`src/rtl/lcr_pkg.sv`:
```
package lcr_pkg;
  typedef enum logic [2:0] {
    ST_IDLE, ST_READY, ST_RECV, ST_EXEC, ST_RESP
  } lcr_state_e;

  localparam logic [11:0] OFF_ACC = 12'h000;
  localparam logic [11:0] OFF_STS = 12'h018;
  localparam logic [11:0] OFF_DAT = 12'h024;
  localparam logic [11:0] OFF_ID  = 12'hF00;
  localparam logic [11:0] OFF_REV = 12'hF04;

  localparam int STS_READY = 6;
  localparam int STS_GO    = 5;
  localparam int STS_RETRY = 1;
  localparam int ACC_OWN   = 5;
  localparam int ACC_CLAIM = 1;

  localparam int HDR_BYTES = 6;
endpackage

```
`src/rtl/lcr_loc_arb.sv`:
```
module lcr_loc_arb #(
  parameter int N_LOC = 5,
  localparam int WIN_W = (N_LOC > 1) ? $clog2(N_LOC) : 1
) (
  input  logic             clk_i,
  input  logic             rst_ni,
  input  logic             wr_i,
  input  logic [WIN_W-1:0] wr_win_i,
  input  logic             claim_i,
  input  logic             release_i,
  output logic             own_vld_o,
  output logic [WIN_W-1:0] own_win_o
);
  always_ff @(posedge clk_i or negedge rst_ni) begin
    if (!rst_ni) begin
      own_vld_o <= 1'b0;
      own_win_o <= '0;
    end else if (wr_i) begin
      if (release_i && own_vld_o && own_win_o == wr_win_i) begin
        own_vld_o <= 1'b0;
      end else if (claim_i && !own_vld_o) begin
        own_vld_o <= 1'b1;
        own_win_o <= wr_win_i;
      end
    end
  end
endmodule

```
`src/rtl/lcr_cmd_buf.sv`:
```
module lcr_cmd_buf import lcr_pkg::*; #(
  parameter int DEPTH = 64,
  localparam int IW = $clog2(DEPTH),
  localparam int CW = $clog2(DEPTH + 1)
) (
  input  logic          clk_i,
  input  logic          rst_ni,
  input  logic          clr_i,
  input  logic          push_i,
  input  logic [7:0]    din_i,
  input  logic [IW-1:0] rd_idx_i,
  output logic [7:0]    rd_byte_o,
  output logic [CW-1:0] cnt_o,
  output logic          done_o
);
  logic [7:0]  mem_q [DEPTH];
  logic [31:0] len_q;
  logic        room;

  assign room = cnt_o < CW'(DEPTH);

  always_ff @(posedge clk_i) begin
    if (push_i && room) mem_q[cnt_o[IW-1:0]] <= din_i;
  end

  always_ff @(posedge clk_i or negedge rst_ni) begin
    if (!rst_ni) begin
      cnt_o <= '0;
      len_q <= '0;
    end else if (clr_i) begin
      cnt_o <= '0;
      len_q <= '0;
    end else if (push_i && room) begin
      cnt_o <= cnt_o + 1'b1;
      // header bytes 2..5 carry the total length, most significant first
      if (cnt_o >= CW'(2) && cnt_o < CW'(HDR_BYTES)) len_q <= {len_q[23:0], din_i};
    end
  end

  assign done_o    = !room || (cnt_o >= CW'(HDR_BYTES) && 32'(cnt_o) >= len_q);
  assign rd_byte_o = mem_q[rd_idx_i];
endmodule

```
`src/rtl/lcr_rsp_buf.sv`:
```
module lcr_rsp_buf #(
  parameter int DEPTH = 64,
  localparam int IW = $clog2(DEPTH),
  localparam int CW = $clog2(DEPTH + 1)
) (
  input  logic          clk_i,
  input  logic          rst_ni,
  input  logic          clr_i,
  input  logic          load_i,
  input  logic [7:0]    din_i,
  input  logic          pop_i,
  input  logic          rewind_i,
  output logic [CW-1:0] cnt_o,
  output logic [CW-1:0] rd_o,
  output logic [7:0]    dout_o
);
  logic [7:0] mem_q [DEPTH];
  logic       room;

  assign room = cnt_o < CW'(DEPTH);

  always_ff @(posedge clk_i) begin
    if (load_i && room) mem_q[cnt_o[IW-1:0]] <= din_i;
  end

  always_ff @(posedge clk_i or negedge rst_ni) begin
    if (!rst_ni) begin
      cnt_o <= '0;
      rd_o  <= '0;
    end else if (clr_i) begin
      cnt_o <= '0;
      rd_o  <= '0;
    end else begin
      if (load_i && room) cnt_o <= cnt_o + 1'b1;
      if (rewind_i)                  rd_o <= '0;
      else if (pop_i && rd_o < cnt_o) rd_o <= rd_o + 1'b1;
    end
  end

  assign dout_o = mem_q[rd_o[IW-1:0]];
endmodule

```
`src/rtl/lcr_regif.sv`:
```
module lcr_regif import lcr_pkg::*; #(
  parameter int          N_LOC     = 5,
  parameter int          CMD_DEPTH = 64,
  parameter int          RSP_DEPTH = 64,
  parameter logic [15:0] VENDOR_ID = 16'h1D5A,
  parameter logic [15:0] DEVICE_ID = 16'h00C3,
  parameter logic [7:0]  REV_ID    = 8'h07,
  localparam int WIN_W  = (N_LOC > 1) ? $clog2(N_LOC) : 1,
  localparam int ADDR_W = WIN_W + 12,
  localparam int CIW    = $clog2(CMD_DEPTH)
) (
  input  logic              clk_i,
  input  logic              rst_ni,
  input  logic              bus_en_i,
  input  logic              bus_we_i,
  input  logic [ADDR_W-1:0] bus_addr_i,
  input  logic [31:0]       bus_wdata_i,
  output logic [31:0]       bus_rdata_o,
  input  logic [CIW-1:0]    cmd_idx_i,
  output logic [7:0]        cmd_byte_o,
  output logic              exec_o,
  input  logic              rsp_wr_i,
  input  logic [7:0]        rsp_byte_i,
  input  logic              done_i,
  output logic              overflow_o
);
  localparam int CCW = $clog2(CMD_DEPTH + 1);
  localparam int RCW = $clog2(RSP_DEPTH + 1);

  lcr_state_e       state_q, state_d;
  logic [WIN_W-1:0] win, own_win;
  logic [11:0]      off;
  logic             in_rng, own_vld, own;
  logic             acc_wr, sts_wr, dat_wr, dat_rd;
  logic             rdy_cmd, go_cmd, retry_cmd, push, ovf_set, ovf_q;
  logic [CCW-1:0]   cmd_cnt;
  logic             cmd_done;
  logic [RCW-1:0]   rsp_cnt, rsp_rd;
  logic [7:0]       rsp_dout;
  logic             avail, expect_f;
  logic [15:0]      burst;
  logic [31:0]      sts_word;
  logic             unused_wdata;

  assign unused_wdata = ^bus_wdata_i[31:8];

  assign win    = bus_addr_i[ADDR_W-1:12];
  assign off    = bus_addr_i[11:0];
  assign in_rng = int'(win) < N_LOC;
  assign own    = own_vld && own_win == win;

  assign acc_wr = bus_en_i &&  bus_we_i && in_rng && off == OFF_ACC;
  assign sts_wr = bus_en_i &&  bus_we_i && own && off == OFF_STS;
  assign dat_wr = bus_en_i &&  bus_we_i && own && off == OFF_DAT;
  assign dat_rd = bus_en_i && !bus_we_i && own && off == OFF_DAT;

  // one command per status write: ready over go over retry
  assign rdy_cmd   = sts_wr && bus_wdata_i[STS_READY] && state_q != ST_EXEC;
  assign go_cmd    = sts_wr && !rdy_cmd && bus_wdata_i[STS_GO] && state_q == ST_RECV && cmd_done;
  assign retry_cmd = sts_wr && !rdy_cmd && !go_cmd && bus_wdata_i[STS_RETRY] && state_q == ST_RESP;
  assign push      = dat_wr && (state_q == ST_READY || (state_q == ST_RECV && !cmd_done));
  assign ovf_set   = dat_wr && state_q == ST_RECV && cmd_done;

  lcr_loc_arb #(.N_LOC(N_LOC)) u_arb (
    .clk_i, .rst_ni,
    .wr_i      (acc_wr),
    .wr_win_i  (win),
    .claim_i   (bus_wdata_i[ACC_CLAIM]),
    .release_i (bus_wdata_i[ACC_OWN]),
    .own_vld_o (own_vld),
    .own_win_o (own_win)
  );

  lcr_cmd_buf #(.DEPTH(CMD_DEPTH)) u_cmd (
    .clk_i, .rst_ni,
    .clr_i     (rdy_cmd),
    .push_i    (push),
    .din_i     (bus_wdata_i[7:0]),
    .rd_idx_i  (cmd_idx_i),
    .rd_byte_o (cmd_byte_o),
    .cnt_o     (cmd_cnt),
    .done_o    (cmd_done)
  );

  lcr_rsp_buf #(.DEPTH(RSP_DEPTH)) u_rsp (
    .clk_i, .rst_ni,
    .clr_i    (rdy_cmd),
    .load_i   (rsp_wr_i && state_q == ST_EXEC),
    .din_i    (rsp_byte_i),
    .pop_i    (dat_rd && state_q == ST_RESP),
    .rewind_i (retry_cmd),
    .cnt_o    (rsp_cnt),
    .rd_o     (rsp_rd),
    .dout_o   (rsp_dout)
  );

  always_comb begin
    state_d = state_q;
    if (rdy_cmd)                            state_d = ST_READY;
    else if (push && state_q == ST_READY)   state_d = ST_RECV;
    else if (go_cmd)                        state_d = ST_EXEC;
    else if (state_q == ST_EXEC && done_i)  state_d = ST_RESP;
  end

  always_ff @(posedge clk_i or negedge rst_ni) begin
    if (!rst_ni) begin
      state_q <= ST_IDLE;
      ovf_q   <= 1'b0;
    end else begin
      state_q <= state_d;
      if (rdy_cmd)      ovf_q <= 1'b0;
      else if (ovf_set) ovf_q <= 1'b1;
    end
  end

  assign avail    = state_q == ST_RESP && rsp_rd < rsp_cnt;
  assign expect_f = (state_q == ST_READY || state_q == ST_RECV) && !cmd_done;

  always_comb begin
    unique case (state_q)
      ST_READY, ST_RECV: burst = 16'(CMD_DEPTH) - 16'(cmd_cnt);
      ST_RESP:           burst = 16'(rsp_cnt) - 16'(rsp_rd);
      default:           burst = '0;
    endcase
  end

  assign sts_word = {8'h00, burst, 1'b1, state_q == ST_READY, 1'b0, avail, expect_f, 3'b000};

  always_comb begin
    bus_rdata_o = '0;
    if (!in_rng) begin
      bus_rdata_o = '1;
    end else begin
      unique case (off)
        OFF_ACC: bus_rdata_o = {24'h0, 1'b1, 1'b0, own, 5'b0};
        OFF_STS: bus_rdata_o = own ? sts_word : '1;
        OFF_DAT: bus_rdata_o = !own ? '1 : (avail ? {24'h0, rsp_dout} : 32'h0000_00FF);
        OFF_ID:  bus_rdata_o = {DEVICE_ID, VENDOR_ID};
        OFF_REV: bus_rdata_o = {24'h0, REV_ID};
        default: bus_rdata_o = '0;
      endcase
    end
  end

  assign exec_o     = state_q == ST_EXEC;
  assign overflow_o = ovf_q;
endmodule

```
`config.mk`:
```
export PLATFORM = sky130hd
export DESIGN_NAME = lcr_regif
export DESIGN_NICKNAME = d
export VERILOG_FILES = /design/src/rtl/lcr_pkg.sv /design/src/rtl/lcr_loc_arb.sv /design/src/rtl/lcr_cmd_buf.sv /design/src/rtl/lcr_rsp_buf.sv /design/src/rtl/lcr_regif.sv
export SDC_FILE = /design/constraint.sdc
export NUM_CORES = 1
export LEC_CHECK = 0
export BUFFER_PORTS_ARGS = -buffer_cell sky130_fd_sc_hd__buf_2
export CAP_MARGIN = 20
export CORE_UTILIZATION = 40
export DETAILED_ROUTE_END_ITERATION = 16
export GPL_ROUTABILITY_DRIVEN = 0
export GPL_TIMING_DRIVEN = 0
export PLACE_DENSITY_LB_ADDON = 0.15
export SETUP_SLACK_MARGIN = 0.1
export SYNTH_ARGS = -nofsm -noshare
export SYNTH_HDL_FRONTEND = slang
export SYNTH_SLANG_ARGS = --single-unit
```
`constraint.sdc`:
```
create_clock -name clk_i -period 4.1 [get_ports clk_i]
set_input_delay 0.41 -clock clk_i [delete_from_list [all_inputs] [get_ports clk_i]]
set_output_delay 0.41 -clock clk_i [all_outputs]
set_load 0.03 [all_outputs]
```
# Word level (Yosys, flattened, before mapping)
# Memories as Yosys holds them, arrays and structs flattened.
# Cells that the tools add are included.
# op_classes
n_addsub,5
multipliers,0
div_mod_pow,0
n_lt_le_gt_ge,8
eq_ne,10
shifts,0
mux,28
bitwise_logic,1
reduce_logical,58
# ops
operator,count
two-way mux 32 bit,6
case mux 32 bit (5 select lines),1
two-way mux 7 bit,7
logical AND 1 bit,37
>= comparator 7 x 32 -> 1 bit,1
case mux 16 bit (2 select lines),1
equality test 12 bit (second input constant),2
adder 7 x 1 -> 7 bit (second input constant),3
< comparator 7 bit (second input constant),2
equality test 12 x 5 -> 1 bit (second input constant),1
equality test 12 x 6 -> 1 bit (second input constant),1
logical NOT 12 bit,1
two-way mux 3 bit,4
nonzero test 2 bit,5
two-way mux 1 bit,8
two-way mux 8 bit,1
subtractor 7 x 7 -> 8 bit,1
subtractor 7 x 7 -> 8 bit (first input constant),1
>= comparator 7 x 2 -> 1 bit (second input constant),1
>= comparator 7 x 3 -> 1 bit (second input constant),1
< comparator 7 x 3 -> 1 bit (second input constant),1
< comparator 7 bit,1
equality test 3 x 2 -> 1 bit (second input constant),2
logical NOT 1 bit,6
12 further kinds,15
# totals
ff_bits,61
latchBits,0
ram_bits,1024
mem_bits_ro,0
in_bits,67
output_inout_bits,42
elab_cells,120
n_memories,2
# mem_list
memory,words,width,read_ports,rd_clocked_by_memory_dff,write_ports,line_no,source
u_cmd.mem_q,64,8,1,0,1,lcr_cmd_buf.sv:16,logic [7:0] mem_q [DEPTH];
u_rsp.mem_q,64,8,1,0,1,lcr_rsp_buf.sv:17,logic [7:0] mem_q [DEPTH];

# Logic depth before layout (Yosys ltp)
# depth
ltp_word,17
ltp_mapped,12
depth_no_buf,10

# Modules after synthesis
# A second synthesis with hierarchy kept.
# unflattened
cells_unflattened,2312
hier_area_um2,43828.3
# by_module_without_submodules
module,n_inst,cells_each,area_each_um2,seq_area_each_um2
lcr_cmd_buf,1,1134,21607.0,16350.7
lcr_rsp_buf,1,965,20614.8,15725.1
lcr_regif,1,199,1393.8,100.1
lcr_loc_arb,1,14,212.7,100.1

# Worst setup path before layout
# No wires, ideal clock.
# synth_timing
path_kind,register to output
start,reg u_rsp.rd_o[1]
end,out bus_rdata_o[18]
arrival_ns,3.311
required_time_ns,3.690
path_slack_ns,0.379
path_stages_with_launch,13
n_path_buf,4
cell_sequence,dfrtp_1 buf_2 buf_1 inv_2 buf_1 ha_1 nor2b_1 o21ai_0 a21boi_0 o21ai_0 a31oi_1 o21ai_1 buf_4
# synth_between
elab_chain_cells,5
# synth_lines
element,line_no,source
"start, declared",lcr_rsp_buf.sv:14,"output logic [CW-1:0] rd_o,"
"start signal, assigned",lcr_rsp_buf.sv:36,else if (pop_i && rd_o < cnt_o) rd_o <= rd_o + 1'b1;
subtractor 7 x 7 -> 8 bit,lcr_regif.sv:122,ST_RESP: burst = 16'(rsp_cnt) - 16'(rsp_rd);
case mux 16 bit (2 select lines),lcr_regif.sv:120,unique case (state_q)
two-way mux 32 bit,lcr_regif.sv:136,OFF_STS: bus_rdata_o = own ? sts_word : '1;
case mux 32 bit (5 select lines),lcr_regif.sv:134,unique case (off)
two-way mux 32 bit,lcr_regif.sv:131,if (!in_rng) begin
"end, declared",lcr_regif.sv:18,"output logic [31:0] bus_rdata_o,"
# No other way between the ends.

# Worst setup path in the final report
# layout_timing
start,reg u_rsp.rd_o[4]
end,out bus_rdata_o[1]
# layout_between
elab_chain_cells,6
elab_cells_between_ends,7
cone_classes,order compare (1); mux (4); reduce/logical (1); memory (1)
# layout_lines
element,line_no,source
"parallel branches: the longest is 2 deep, another holds memory (64 x 8 bit)",n/a,
two-way mux 8 bit (*),lcr_regif.sv:137,"OFF_DAT: bus_rdata_o = !own ? '1 : (avail ? {24'h0, rsp_dout} : 32'h0000_00FF);"
two-way mux 32 bit (*),lcr_regif.sv:137,
case mux 32 bit (5 select lines) (*),lcr_regif.sv:134,
two-way mux 32 bit (*),lcr_regif.sv:131,
# Every way passes the cells marked *.

==> qor.csv <==
stage,metric,value,unit
drt,routed len/inst,30.5,microns
floorplan,die width,333,microns
worst_setup_path,CP max FO,10,
logic_synthesis,Post-Syn Instances,2257,
final_layout,Final nets,2668,
placement,Final HPWL DP,85400,microns
cts,Clock transition at path regs,70,ps
timing,worst slew pin tran,1100,ps
hold_path,Hold Path Depth,3,
logic_synthesis,sequential-to-total area share from yosys stat,73.5,%
status,status,finished clean,
power_and_ir_drop,VDD IR max,0.000359,V
final_layout,design area,52000,sq um
timing,Setup Total Neg Slack,0,ps
floorplan,Starting Density,40.3,%
global_routing,vias in the first global route,24095,
global_routing,grt ovf,0,
logic_synthesis,syn_nets,2344,
worst_setup_path,Crit path depth,11,
logic_synthesis,cell taking the most area after synthesis,edfxtp_1,
final_layout,# diodes,0,
logic_synthesis,ys flop type,edfxtp_1,
global_routing,largest net degree at the start of global routing,68,
placement,PortBufs,81,
placement,dpl cell area,47300,sq um
timing,slew margin rel.,26.9,%
timing,final setup vio count,0,
worst_setup_path,"slowest stage delay, CP",420,ps
drt,# DRC,0,
worst_setup_path,worst endpoint required time,3690,ps
worst_setup_path,R2R depth,11,
timing,final worst path period need,3970,ps
global_routing,GRT Total Usage,22.5,%
logic_synthesis,Area contributors post-synth,"edfxtp_1, mux4_2, dfrtp_1, nor2_1, nor4_1",
power_and_ir_drop,Power Dens Cells,433,nW/um^2
timing,RSZ-0062 raised after global routing,yes,
logic_synthesis,area of the mapped netlist,43900,sq um
logic_synthesis,yosys warns,0,
worst_setup_path,crit-path leading delay family,buffers and inverters,
floorplan,die height,333,microns
logic_synthesis,Post-synth ARST share,5.62,%
timing,clk_skew,25.5,ps
drt,Pre-antenna DRT Iters,6,
floorplan,CORE AREA,109000,sq um
cts,total CTS buffers,111,
drt,initial drt markers,2388,
hold_path,Worst Hold Class,input port to flop,
worst_setup_path,CP cell instances,buf_4 -> clkinvlp_4 -> ha_4 -> o21ai_0 -> o21a_2 -> nor3_4 -> o21ai_2 -> a221oi_2 -> buf_4 -> nand4_1 -> buf_6,
floorplan,Top-Level Pins,109,
worst_setup_path,critical-path cell with the highest stage delay,dfrtp_2,
timing,crit share post-route,96.8,%
worst_setup_path,"most used cell, CP",buf_4,
drt,Post-DRT Antenna Nets,0,
cts,clock buffer depth,3,
placement,dpl cells,3835,
cts,worst skew pair latency,710,ps
power_and_ir_drop,leakage power total,17.0,nW
timing,"Slew Viols, Final",0,
floorplan,FP Rows,121,
cts,CTS Sinks,1085,
cts,clk root buf,clkbuf_16,
drt,total number of vias,23779,
final_layout,area of the multi-input gates,11700,sq um
timing,Fin Hold WS,80.7,ps
logic_synthesis,Yosys cell types,73,
final_layout,area grow syn2layout,18.5,%
logic_synthesis,Mapped Avg Cell Area,19.5,sq um
drt,routed wire length,125000,microns
power_and_ir_drop,total power,0.0225,W
drt,Avg Vias per Cell,5.83,
global_routing,first-pass GRT wire length,177000,microns
worst_setup_path,Crit. End Element,output pin,
worst_setup_path,CP Class,flop to output pin,
worst_setup_path,CP Data Arrival Time,3560,ps
timing,final hold violation count,0,
final_layout,Layout Cells excl Fill,4082,
worst_setup_path,CP Launch Type,flop,
worst_setup_path,worst path bufs/invs,4,
floorplan,die footprint,111000,sq um
cts,H-tree depth reported by CTS,3,
final_layout,filler cell count,9039,
logic_synthesis,Seq cells post-synth,1085,
cts,CTS tree,yes,
logic_synthesis,number of synthesized flops with an enable pin,1024,
flow_run,max-cap viol count,0,
global_routing,initial antenna violation count,2,
logic_synthesis,Synth top area share,70.0,%
final_layout,Storage cell area,32300,sq um
timing,fmax,0.252,GHz
final_layout,share of cells above drive strength 1,32.2,%
cells in the mapped netlist (all sizes together), types with 12 or more instances:
library cell	number
dfrtp	61
o22ai	13
nand2	106
nand4	15
clkbuf	62
nand3	39
nor2	140
buf	79
o21ai	29
ha	19
edfxtp	1024
nor4	82
a21oi	14
inv	37
nor3	25
xnor2	12
mux2i	47
a22oi	18
mux4	287
layout make-up:
class	instances	area share, %
clock inverter	62	0.964
timing repair buffer	211	3.40
multi-input combinational	994	22.5
buffer	141	1.89
clock buffer	138	5.53
sequential	1085	62.0
tap	1414	3.40
inverter	37	0.315
registers in the layout, summed over array words and instances, names as in the netlist:
signal and flops:
u_cmd.cnt_o 7, u_rsp.rd_o 7, state_q 3, u_rsp.cnt_o 7, u_cmd.mem_q 512, overflow_o 1, u_arb.own_win_o 3, u_arb.own_vld_o 1
u_rsp.mem_q 512, u_cmd.len_q 32
kinds of logic after synthesis:
group | count (synthesis) | synth area share (%)
buf+inv | 178 | 1.82
fa+ha+maj | 20 | 0.587
flops | 1085 | 73.5
xor+xnor | 18 | 0.359
simple gates | 473 | 5.47
compound gates | 138 | 2.17
mux | 345 | 16.1
power by group:
part | switching (W) | internal, W | total, W
clock | 0.00424 | 0.00534 | 0.00958
combinational | 0.000542 | 0.000281 | 0.000823
sequential | 0.00000113 | 0.0121 | 0.0121
total | 0.00478 | 0.0177 | 0.0225
layer usage:
layer	wire length [microns]	up-vias	track usage [%]
met5	0	-	0
met4	5070	0	8.81
met3	7800	226	3.99
met2	62800	920	38.1
met1	49000	12678	28.8
li1	-	9955	-
metrics by stage:
stage	setup slack (ps)	util [%]
after global routing	54.4	47.8
after CTS	15.4	47.3
after floorplan	379	-
after detailed placement	-1750	43.5
final	129	47.8
after global placement	-1780	42.3
layout by cell type (no fill, tap or decap), types with 32 or more instances in the layout:
master / instances
nand2_1: 106
buf_4: 116
mux4_2: 287
edfxtp_1: 1024
inv_1: 32
buf_2: 94
clkbuf_16: 112
clkbuf_1: 72
dfrtp_1: 57
nor4_2: 43
nand3_1: 34
mux2i_1: 42
nor2_1: 137
worst paths after layout:
path / startpoint / end / slack (ps)
max reg2reg: u_cmd.cnt_o[0] / u_cmd.mem_q[16][1] / 290
min: done_i / state_q[2] / 80
min in group asynchronous: rst_ni / u_cmd.len_q[17] / 320
max: u_rsp.rd_o[4] / bus_rdata_o[1] / 130
max in group asynchronous: rst_ni / u_rsp.rd_o[1] / 3140
min reg2reg: u_cmd.len_q[5] / u_cmd.len_q[5] / 530
timing repair:
item                       4_1_cts  5_1_grt
resized for setup              193       43
setup endpoints to repair      279      237
hold buffers                     4        0
gates cloned                     0        1
buffers inserted                12       23
pin swaps                       11       19
hold endpoints to repair        34        0
worst reg2reg max path: stages, from the launching register on:
cell       delay [ps]
dfrtp_1           390
clkbuf_2          180
inv_2             170
ha_1              250
or3b_2            460
o2111ai_1         120
a31oi_1           220
o21ai_0           220
a21oi_1           210
clkbuf_1          390
nor4_2            630
buf_4             270
No activity file was read; power rests on OpenSTA's default activity.
